===== config.mk =====
export PLATFORM = sky130hd
export DESIGN_NAME = cfg_image_sum_check
export DESIGN_NICKNAME = d
export VERILOG_FILES = /design/src/rtl/cfg_sum_pkg.sv /design/src/rtl/cfg_sum_acc.sv /design/src/rtl/cfg_sum_len.sv /design/src/rtl/cfg_sum_verdict.sv /design/src/rtl/cfg_image_sum_check.sv
export SDC_FILE = /design/constraint.sdc
export NUM_CORES = 1
export LEC_CHECK = 0
export BUFFER_PORTS_ARGS = -buffer_cell sky130_fd_sc_hd__clkbuf_2
export CORE_MARGIN = 2
export CORE_UTILIZATION = 60
export CTS_CLUSTER_SIZE = 16
export DETAILED_ROUTE_END_ITERATION = 12
export GPL_TIMING_DRIVEN = 0
export PLACE_DENSITY = 0.8
export SETUP_SLACK_MARGIN = 0.3
export SYNTH_ARGS = -nofsm -noshare
export SYNTH_HDL_FRONTEND = slang
export SYNTH_HIERARCHICAL = 1
export SYNTH_SLANG_ARGS = --single-unit

===== constraint.sdc =====
create_clock -name clk -period 3.9 [get_ports clk]
set_clock_uncertainty 0.05 [all_clocks]
set_input_delay 0.39 -clock clk [delete_from_list [all_inputs] [get_ports clk]]
set_output_delay 0.39 -clock clk [all_outputs]
set_load 0.05 [all_outputs]

===== src/rtl/cfg_sum_pkg.sv =====
// Shared types for the configuration image checksum checker.
// Assumes nothing beyond standard SystemVerilog packages.
package cfg_sum_pkg;

    // Verdict produced once per image.
    typedef struct packed {
        logic pass;
        logic zero_err;
        logic len_err;
    } cfg_verdict_t;

    localparam cfg_verdict_t VERDICT_NONE = '{pass: 1'b0, zero_err: 1'b0, len_err: 1'b0};

endpackage


===== src/rtl/cfg_sum_acc.sv =====
// Running sum of image words.
// Adds each accepted word that is not flagged last; zeroes on clear or after
// the last word so the next image starts fresh. Assumes ACC_W > WORD_W.
module cfg_sum_acc #(
    parameter int WORD_W = 16,
    parameter int ACC_W  = 32
) (
    input  logic              clk,
    input  logic              rst_n,
    input  logic              clear_i,
    input  logic              add_i,     // accepted non-last word that counts
    input  logic              end_i,     // accepted last word
    input  logic [WORD_W-1:0] word_i,
    output logic [ACC_W-1:0]  sum_o
);

    localparam int PAD_W = ACC_W - WORD_W;

    logic [ACC_W-1:0] sum_q;
    logic [ACC_W-1:0] sum_d;

    // Next-sum selection: clear and image end win over accumulation.
    always_comb begin
        sum_d = sum_q;
        if (clear_i || end_i) begin
            sum_d = '0;
        end else if (add_i) begin
            sum_d = sum_q + {{PAD_W{1'b0}}, word_i};
        end
    end

    // Accumulator register.
    always_ff @(posedge clk) begin
        if (!rst_n) begin
            sum_q <= '0;
        end else begin
            sum_q <= sum_d;
        end
    end

    assign sum_o = sum_q;


    acc_clear_chk: assert property (@(posedge clk) disable iff (!rst_n)
        clear_i |=> (sum_q == '0));


    acc_rearm_chk: assert property (@(posedge clk) disable iff (!rst_n)
        (end_i && !clear_i) |=> (sum_q == '0));


    acc_idle_chk: assert property (@(posedge clk) disable iff (!rst_n)
        (!add_i && !end_i && !clear_i) |=> $stable(sum_q));

endmodule


===== src/rtl/cfg_sum_len.sv =====
// Image length tracker.
// Counts the words that precede the last one, saturating at MAX_WORDS-1, and
// raises a sticky overflow once a further non-last word shows up. Produces the
// add enable for the accumulator and the length verdict. Assumes MAX_WORDS >= 2.
module cfg_sum_len #(
    parameter int MAX_WORDS = 32
) (
    input  logic clk,
    input  logic rst_n,
    input  logic clear_i,
    input  logic take_i,      // a word is accepted this cycle
    input  logic last_i,      // the accepted word is flagged last
    output logic add_o,       // word should be summed
    output logic end_o,       // last word accepted
    output logic len_bad_o    // image length out of range (valid with end_o)
);

    localparam int CNT_MAX = MAX_WORDS - 1;
    localparam int CNT_W   = $clog2(MAX_WORDS);

    logic [CNT_W-1:0] cnt_q;
    logic             ovf_q;
    logic             at_max;

    assign at_max = (cnt_q == CNT_W'(CNT_MAX));
    assign end_o  = take_i && last_i && !clear_i;
    assign add_o  = take_i && !last_i && !clear_i && !at_max && !ovf_q;
    assign len_bad_o = ovf_q || (cnt_q == '0);

    // Preceding-word counter and overflow flag.
    always_ff @(posedge clk) begin
        if (!rst_n || clear_i || end_o) begin
            cnt_q <= '0;
            ovf_q <= 1'b0;
        end else if (take_i && !last_i) begin
            if (at_max) begin
                ovf_q <= 1'b1;
            end else begin
                cnt_q <= cnt_q + 1'b1;
            end
        end
    end


    len_sat_chk: assert property (@(posedge clk) disable iff (!rst_n)
        (cnt_q <= CNT_W'(CNT_MAX)));


    len_ovf_hold_chk: assert property (@(posedge clk) disable iff (!rst_n)
        (ovf_q && !clear_i && !end_o) |=> ovf_q);

endmodule


===== src/rtl/cfg_sum_verdict.sv =====
// Verdict logic and result registers.
// Judges the finished sum against the stored word, registers the verdict and
// emits a one-cycle done strobe. Holds the verdict until the next image end or
// a clear. Assumes sum_i already excludes the stored word.
module cfg_sum_verdict
    import cfg_sum_pkg::*;
#(
    parameter int WORD_W = 16,
    parameter int ACC_W  = 32
) (
    input  logic              clk,
    input  logic              rst_n,
    input  logic              clear_i,
    input  logic              end_i,
    input  logic              len_bad_i,
    input  logic [ACC_W-1:0]  sum_i,
    input  logic [WORD_W-1:0] stored_i,
    output logic              done_o,
    output cfg_verdict_t      verdict_o
);

    cfg_verdict_t judge;
    cfg_verdict_t verdict_q;
    logic         done_q;

    // Priority: length error, then zero sum, then low half-word compare.
    always_comb begin
        judge = VERDICT_NONE;
        if (len_bad_i) begin
            judge.len_err = 1'b1;
        end else if (sum_i == '0) begin
            judge.zero_err = 1'b1;
        end else begin
            judge.pass = (sum_i[WORD_W-1:0] == stored_i);
        end
    end

    // Verdict and strobe registers.
    always_ff @(posedge clk) begin
        if (!rst_n || clear_i) begin
            verdict_q <= VERDICT_NONE;
            done_q    <= 1'b0;
        end else begin
            done_q <= end_i;
            if (end_i) begin
                verdict_q <= judge;
            end
        end
    end

    assign done_o    = done_q;
    assign verdict_o = verdict_q;


    done_src_chk: assert property (@(posedge clk) disable iff (!rst_n)
        done_q |-> $past(end_i && !clear_i));


    verdict_hold_chk: assert property (@(posedge clk) disable iff (!rst_n)
        (!done_q && !$past(clear_i)) |-> $stable(verdict_q));


    verdict_excl_chk: assert property (@(posedge clk) disable iff (!rst_n)
        $onehot0({verdict_q.pass, verdict_q.zero_err, verdict_q.len_err}));


    verdict_clear_chk: assert property (@(posedge clk) disable iff (!rst_n)
        clear_i |=> (!done_q && verdict_q == VERDICT_NONE));

endmodule


===== src/rtl/cfg_image_sum_check.sv =====
// Configuration image checksum checker (top).
// Accepts a stream of 16-bit words, sums all but the word flagged last, and
// reports whether the low half-word of the sum matches that stored word.
// Assumes the source holds word_i and word_last_i stable while word_valid_i is high.
module cfg_image_sum_check
    import cfg_sum_pkg::*;
#(
    parameter int MAX_WORDS = 32,
    parameter int ACC_W     = 32
) (
    input  logic        clk,
    input  logic        rst_n,
    input  logic        clear_i,
    input  logic        word_valid_i,
    input  logic [15:0] word_i,
    input  logic        word_last_i,
    output logic        done_o,
    output logic        pass_o,
    output logic        zero_err_o,
    output logic        len_err_o
);

    localparam int WORD_W = 16;

    logic             add_w;
    logic             end_w;
    logic             len_bad_w;
    logic [ACC_W-1:0] sum_w;
    cfg_verdict_t     verdict_w;

    cfg_sum_len #(
        .MAX_WORDS (MAX_WORDS)
    ) u_len (
        .clk       (clk),
        .rst_n     (rst_n),
        .clear_i   (clear_i),
        .take_i    (word_valid_i),
        .last_i    (word_last_i),
        .add_o     (add_w),
        .end_o     (end_w),
        .len_bad_o (len_bad_w)
    );

    cfg_sum_acc #(
        .WORD_W (WORD_W),
        .ACC_W  (ACC_W)
    ) u_acc (
        .clk     (clk),
        .rst_n   (rst_n),
        .clear_i (clear_i),
        .add_i   (add_w),
        .end_i   (end_w),
        .word_i  (word_i),
        .sum_o   (sum_w)
    );

    cfg_sum_verdict #(
        .WORD_W (WORD_W),
        .ACC_W  (ACC_W)
    ) u_verdict (
        .clk       (clk),
        .rst_n     (rst_n),
        .clear_i   (clear_i),
        .end_i     (end_w),
        .len_bad_i (len_bad_w),
        .sum_i     (sum_w),
        .stored_i  (word_i),
        .done_o    (done_o),
        .verdict_o (verdict_w)
    );

    assign pass_o     = verdict_w.pass;
    assign zero_err_o = verdict_w.zero_err;
    assign len_err_o  = verdict_w.len_err;


    done_follows_last_chk: assert property (@(posedge clk) disable iff (!rst_n)
        (word_valid_i && word_last_i && !clear_i) |=> done_o);


    no_done_idle_chk: assert property (@(posedge clk) disable iff (!rst_n)
        !word_valid_i |=> !done_o);


    short_len_chk: assert property (@(posedge clk) disable iff (!rst_n)
        (done_o && len_err_o) |-> !pass_o);

endmodule


==> impl_metrics.toml, run 1 <==
[power_and_ir_drop]
power_leakage_nw = 1.34
ir_drop_mv = 0.186
power.density_nw_per_um2 = 262
p_total_mw = 0.857

[detailed_routing]
wl_per_cell_um = 15.4
routed-via-count = 2760
remaining_drc_errors = 0
drt_iter0_drc = 256
postRouteAntennaNets = 0
via_per_inst = 6.01
routed_wl_mm = 7.05
firstDrtPassIters = 5

[critical_path]
start_kind = "register"
crit_start = "u_len/cnt_q[0]$_SDFFE_PP0P_"
slowest_stage = "nor3b_2"
r2r-start = "u_len/cnt_q[0]$_SDFFE_PP0P_"
crit_type = "register to register"
path_common_cell = "ha_1"
cp_max_fo = 6
worstSetupEndpointType = "register"
cp_cell_sequence = "ha_1 -> and3_1 -> ha_1 -> nor3b_4 -> nor3b_2 -> nand4_1 -> nor3_2 -> nand3b_1 -> or3_1 -> a21oi_1"
cp.arrival_ns = 3.50
crit_required_ns = 4.07
slowest_delay_ns = 0.48

[floorplan]
dieArea_sq_um = 5540
die-width_um = 74.4
die_h_um = 74.4
core_sq_um = 4750
num_rows = 25
ios = 25
start_util_pct = 62.6

[logic_synthesis]
avgSynthCellArea_sq_um = 8.26
synth_top_family_by_area = "simple AND/OR/NAND/NOR gates"
synthSimpleGateAreaFrac_pct = 25.3
synth_area_leaders = "dfxtp_1, ha_1, xnor2_1"
synth.most_common_cell = "dfxtp_1"
ys_seq_area_share_pct = 28.3
yosys.area.top_type = "dfxtp_1"
synth_edf_count = 0
yosysWarnings = 6
synth_cell_type_count = 53
async_flop_share_pct = 0
synthFlopType = "dfxtp_1"
synth-xor-area-share_pct = 9.13
synth_seq_cells = 42
synthAdderAreaFrac_pct = 8.67
synthTopCellsByCount = "dfxtp_1, nor2_1, a21oi_1, nand2_1, xnor2_1"
syn_area_sq_um = 2970
synth_compound_area_share_pct = 19.5
syn-num-nets = 401
synth_mux_area_share_pct = 6.44
synth_top_area_share_pct = 28.3
postSynthCellCount = 360

[global_route]
grt_antenna_before_repair = 0
grt-ovfl-total = 0
grt_pass1_wl_mm = 11.8
grt_pass1_vias = 2564
track_usage_pct = 28.0
grt_max_degree = 13

[sta]
setup_violations = 0
fin_crit_ns = 3.32
fmax_mhz = 301
tightest_slew_ns = 0.692
relSlewSlack_pct = 53.8
hold_viol_final = 0
tns_ns = 0
maxSlewViolCount = 0
rsz0062_at_grt = "no"
period_share_pct = 85.2

[layout]
area_growth_pct = 9.93
diodes = 0
fill_cells = 429
drive_gt1_share_pct = 12.2
nets = 432
post-route-util_pct = 68.8

[clock_network]
cts_root_buffer = "clkbuf_8"
clk_pin_slew_worst_paths_ns = 0.08
clock_sinks = 42
hold_buffers = 0
cts_buffer_depth = 2
htree_levels = 2
ctsResizeCount = 0
cts_tree = "yes"
post-cts-setup-buffers = 0
cts_made_buffers = 5
clk_latency_ns = 0.30

[status]
status = "finished, final reports clean"

[placement]
dp_hpwl_mm = 5.42
portBuffers = 24
globalplace.congestion = 0.900

[min_path]
min_path_type = "input port to register"
hold_path_startpoint = "word_valid_i"

[run]
max_cap_violations = 0
[cell families after synthesis]
| kind of cell | Yosys count |
|---|---|
| buffers and inverters | 18 |
| flip-flops | 42 |
| AO/OA/AOI/OAI | 89 |
| adder cells (fa/ha/maj) | 20 |
| XOR/XNOR | 31 |
| multiplexers | 19 |
| AND/OR/NAND/NOR | 141 |
[final timing paths]
path	depth (start not counted)	slack, ns	endpoint
hold reg to reg	2	0.44	u_acc/sum_o[31]$_SDFFE_PP0P_
setup reg to reg	10	0.58	u_acc/sum_o[28]$_SDFFE_PP0P_
setup / recovery	10	0.58	u_acc/sum_o[28]$_SDFFE_PP0P_
hold / removal	3	0.35	u_len/ovf_q$_SDFFE_PP0P_
[metal layers]
layer / track usage (%) / up-vias / share of wire (%)
met5: 0 / - / 0
met4: 7.14 / 0 / 1.2
met3: 6.10 / 10 / 7.0
met2: 45.6 / 100 / 46
met1: 37.9 / 1274 / 46
li1: - / 1376 / -
[cell type report]
class | instances | area [sq um] | share of cell area, %
Clock buffer | 7 | 86.3 | 2.64
Timing Repair Buffer | 24 | 120 | 3.67
Tap cell | 67 | 83.8 | 2.56
Clock inverter | 1 | 5.00 | 0.153
Multi-Input combinational cell | 300 | 2050 | 62.8
Inverter | 10 | 37.5 | 1.15
Sequential cell | 42 | 841 | 25.7
Buffer | 8 | 41.3 | 1.26
[registers in the layout, summed over array words and instances, names as in the netlist]
name                 cells
u_acc/sum_o             32
u_len/cnt_q              5
u_len/ovf_q              1
u_verdict/done_o         1
u_verdict/verdict_o      3
[where the power goes]
part           internal (mW)  switching (mW)
combinational         0.0505          0.0744
clock                  0.143           0.153
sequential             0.432         0.00389
total                  0.625           0.232
[layout by cell type, fill, tap and decap left out, types with 5 or more instances in the layout]
cell / instances
mux2i_1: 18
o21ai_0: 13
ha_1: 19
clkbuf_2: 24
xor2_1: 8
nand3_1: 11
a21o_1: 8
nor2_1: 36
and2_1: 5
nor4_1: 10
xnor2_1: 23
a211oi_1: 8
inv_1: 10
dfxtp_1: 42
nand2_1: 28
nand4_1: 13
and3_1: 6
a31o_2: 6
clkbuf_8: 6
nand2b_1: 5
a21oi_1: 28
[critical path: cells and delay by family (launching register included)]
family / cells / cell delay [ns]
adder cells (fa/ha/maj): 2 / 0.45
AND/OR/NAND/NOR: 7 / 2.26
flip-flops: 1 / 0.35
AO/OA/AOI/OAI: 1 / 0.14
[per-stage QoR]
stage	setup slack [ns]	hold slack [ns]	instance area, sq um	instances
global placement	0.774	0.414	3180	451
finish	0.577	0.350	3270	459
detailed placement	0.686	0.423	3180	451
global route	0.353	0.396	3270	459
floorplan	1.16	0.396	2970	360
CTS	0.654	0.347	3270	459
(Power assumes the default switching activity.)
==> inputs of run 2 (changes only) <==
- BUFFER_PORTS_ARGS: -buffer_cell sky130_fd_sc_hd__clkbuf_2 -> default
- CORE_ASPECT_RATIO: default -> 1.2
- CORE_UTILIZATION: 60 -> 64
- DONT_BUFFER_PORTS: default -> 1
==> impl_metrics.toml, run 2 (synthesized netlist as in run 1, its figures left out) <==
[critical_path]
start_kind = "register"
crit_type = "register to register"
reg2reg_depth = 10
worstSetupEndpointType = "register"
cp_max_fo = 6
r2r_slack_ns = 0.67
reg2reg_to = "u_acc/sum_o[28]$_SDFFE_PP0P_"
r2r-start = "u_len/cnt_q[0]$_SDFFE_PP0P_"
cp.arrival_ns = 3.41
crit_required_ns = 4.08

[global_route]
global_route.usage.met2_pct = 51.4
grt-ovfl-total = 0
grt_pass1_vias = 2675
grt_busiest_layer = "met2"
grt_max_degree = 14
track_usage_pct = 29.5
grt_antenna_before_repair = 0
met1_usage_pct = 33.9
grt_pass1_wl_mm = 12.0
use_met3_pct = 5.59

[detailed_routing]
routed_wl_mm = 7.14
remaining_drc_errors = 0
postRouteAntennaNets = 0
routed-via-count = 2720
via_per_inst = 6.38
drt_iter0_drc = 95
wl_per_cell_um = 16.8
firstDrtPassIters = 4

[placement]
globalplace.congestion = 0.949
place_ws_ns = 0.725
dpl.cell_count = 418
placed_cell_area_sq_um = 3050
dp_hpwl_mm = 5.50
portBuffers = 0

[min_path]
whs_endpoint = "u_verdict/verdict_o[1]$_SDFFE_PP0P_"
min_path_type = "input port to register"
min_path_cells = 2
hold_path_startpoint = "clear_i"

[floorplan]
start_util_pct = 65.7
num_rows = 27
ios = 25
dieArea_sq_um = 5210
die_h_um = 78.7
die-width_um = 66.2
core_sq_um = 4530

[status]
status = "finished, final reports clean"

[power_and_ir_drop]
power_leakage_nw = 1.25
p_total_mw = 0.890
power.density_nw_per_um2 = 282
ir_drop_mv = 0.172

[sta]
fin_crit_ns = 3.23
whs_ns = 0.203
fmax_mhz = 310
relSlewSlack_pct = 59.4
tns_ns = 0
period_share_pct = 82.7
setup_ws_ns = 0.673
maxSlewViolCount = 0
tightest_slew_ns = 0.609
setup_violations = 0
rsz0062_at_grt = "no"
hold_viol_final = 0

[layout]
final_common_cell = "dfxtp_1"
diodes = 0
layout_common_cells = "dfxtp_1, nor2_1, nand2_1, a21oi_1, xnor2_1"
drive_gt1_share_pct = 6.52
area_growth_pct = 6.14
instances_no_fill = 426
largest_register_ff_count = 32
post-route-util_pct = 69.7
design_area_sq_um = 3160
nets = 408

[clock_network]
hold_buffers = 0
clk_pin_slew_worst_paths_ns = 0.08
cts_tree = "yes"
clock_sinks = 42
cts_made_buffers = 5
htree_levels = 2
cts_buffer_depth = 2
clk_latency_ns = 0.30
ctsResizeCount = 0
cts_root_buffer = "clkbuf_8"
post-cts-setup-buffers = 0

[run]
max_cap_violations = 0
## run 2: changes by cell type in the layout (fill, tap and decap cells not counted)
cell / delta
bufinv_16: +1
clkbuf_2: -24
clkbuf_8: -1
clkinv_2: -1
clkinvlp_4: +1
## run 2: report_power, final
part | switching (mW) | internal, mW
clock network | 0.154 | 0.191
logic | 0.0642 | 0.0437
registers | 0.00548 | 0.432
## run 2: metal layers
layer / vias up / share of wire [%] / wire length, um
li1: 1327 / - / -
met1: 1293 / 41 / 2910
met2: 80 / 50 / 3550
met3: 20 / 6.0 / 426
met4: 0 / 3.6 / 255
met5: - / 0 / 0
## run 2: worst max-delay path by stage
| stage | slack [ns] | start | cells past startpoint | endpoint |
|---|---|---|---|---|
| after global placement | 0.78 | u_len/cnt_q[0]$_SDFFE_PP0P_ | 10 | u_acc/sum_o[28]$_SDFFE_PP0P_ |
| after global routing | 0.47 | u_len/cnt_q[0]$_SDFFE_PP0P_ | 10 | u_acc/sum_o[28]$_SDFFE_PP0P_ |
| after detailed placement | 0.72 | u_len/cnt_q[0]$_SDFFE_PP0P_ | 10 | u_acc/sum_o[28]$_SDFFE_PP0P_ |
| after CTS | 0.67 | u_len/cnt_q[0]$_SDFFE_PP0P_ | 10 | u_acc/sum_o[28]$_SDFFE_PP0P_ |
| after floorplan | 1.16 | u_len/cnt_q[0]$_SDFFE_PP0P_ | 10 | u_acc/sum_o[28]$_SDFFE_PP0P_ |
| final | 0.67 | u_len/cnt_q[0]$_SDFFE_PP0P_ | 10 | u_acc/sum_o[28]$_SDFFE_PP0P_ |
## run 2: worst max-delay path: stages (launching register included)
cell and delay (ns):
dfxtp_1 0.35, ha_1 0.22, and3_1 0.18, ha_1 0.23, nor3b_4 0.33, nor3b_2 0.42
nand4_1 0.31, nor3_2 0.45, nand3b_1 0.15, or3_1 0.34, a21oi_1 0.14
## run 2: layout make-up
type | count | area, sq um
multi-input cells | 300 | 2050
clock inverters | 2 | 37.5
fillers | 402 | 1370
clock buffers | 6 | 72.6
well taps | 58 | 72.6
plain buffers | 8 | 41.3
flip-flops and latches | 42 | 841
inverters | 10 | 37.5
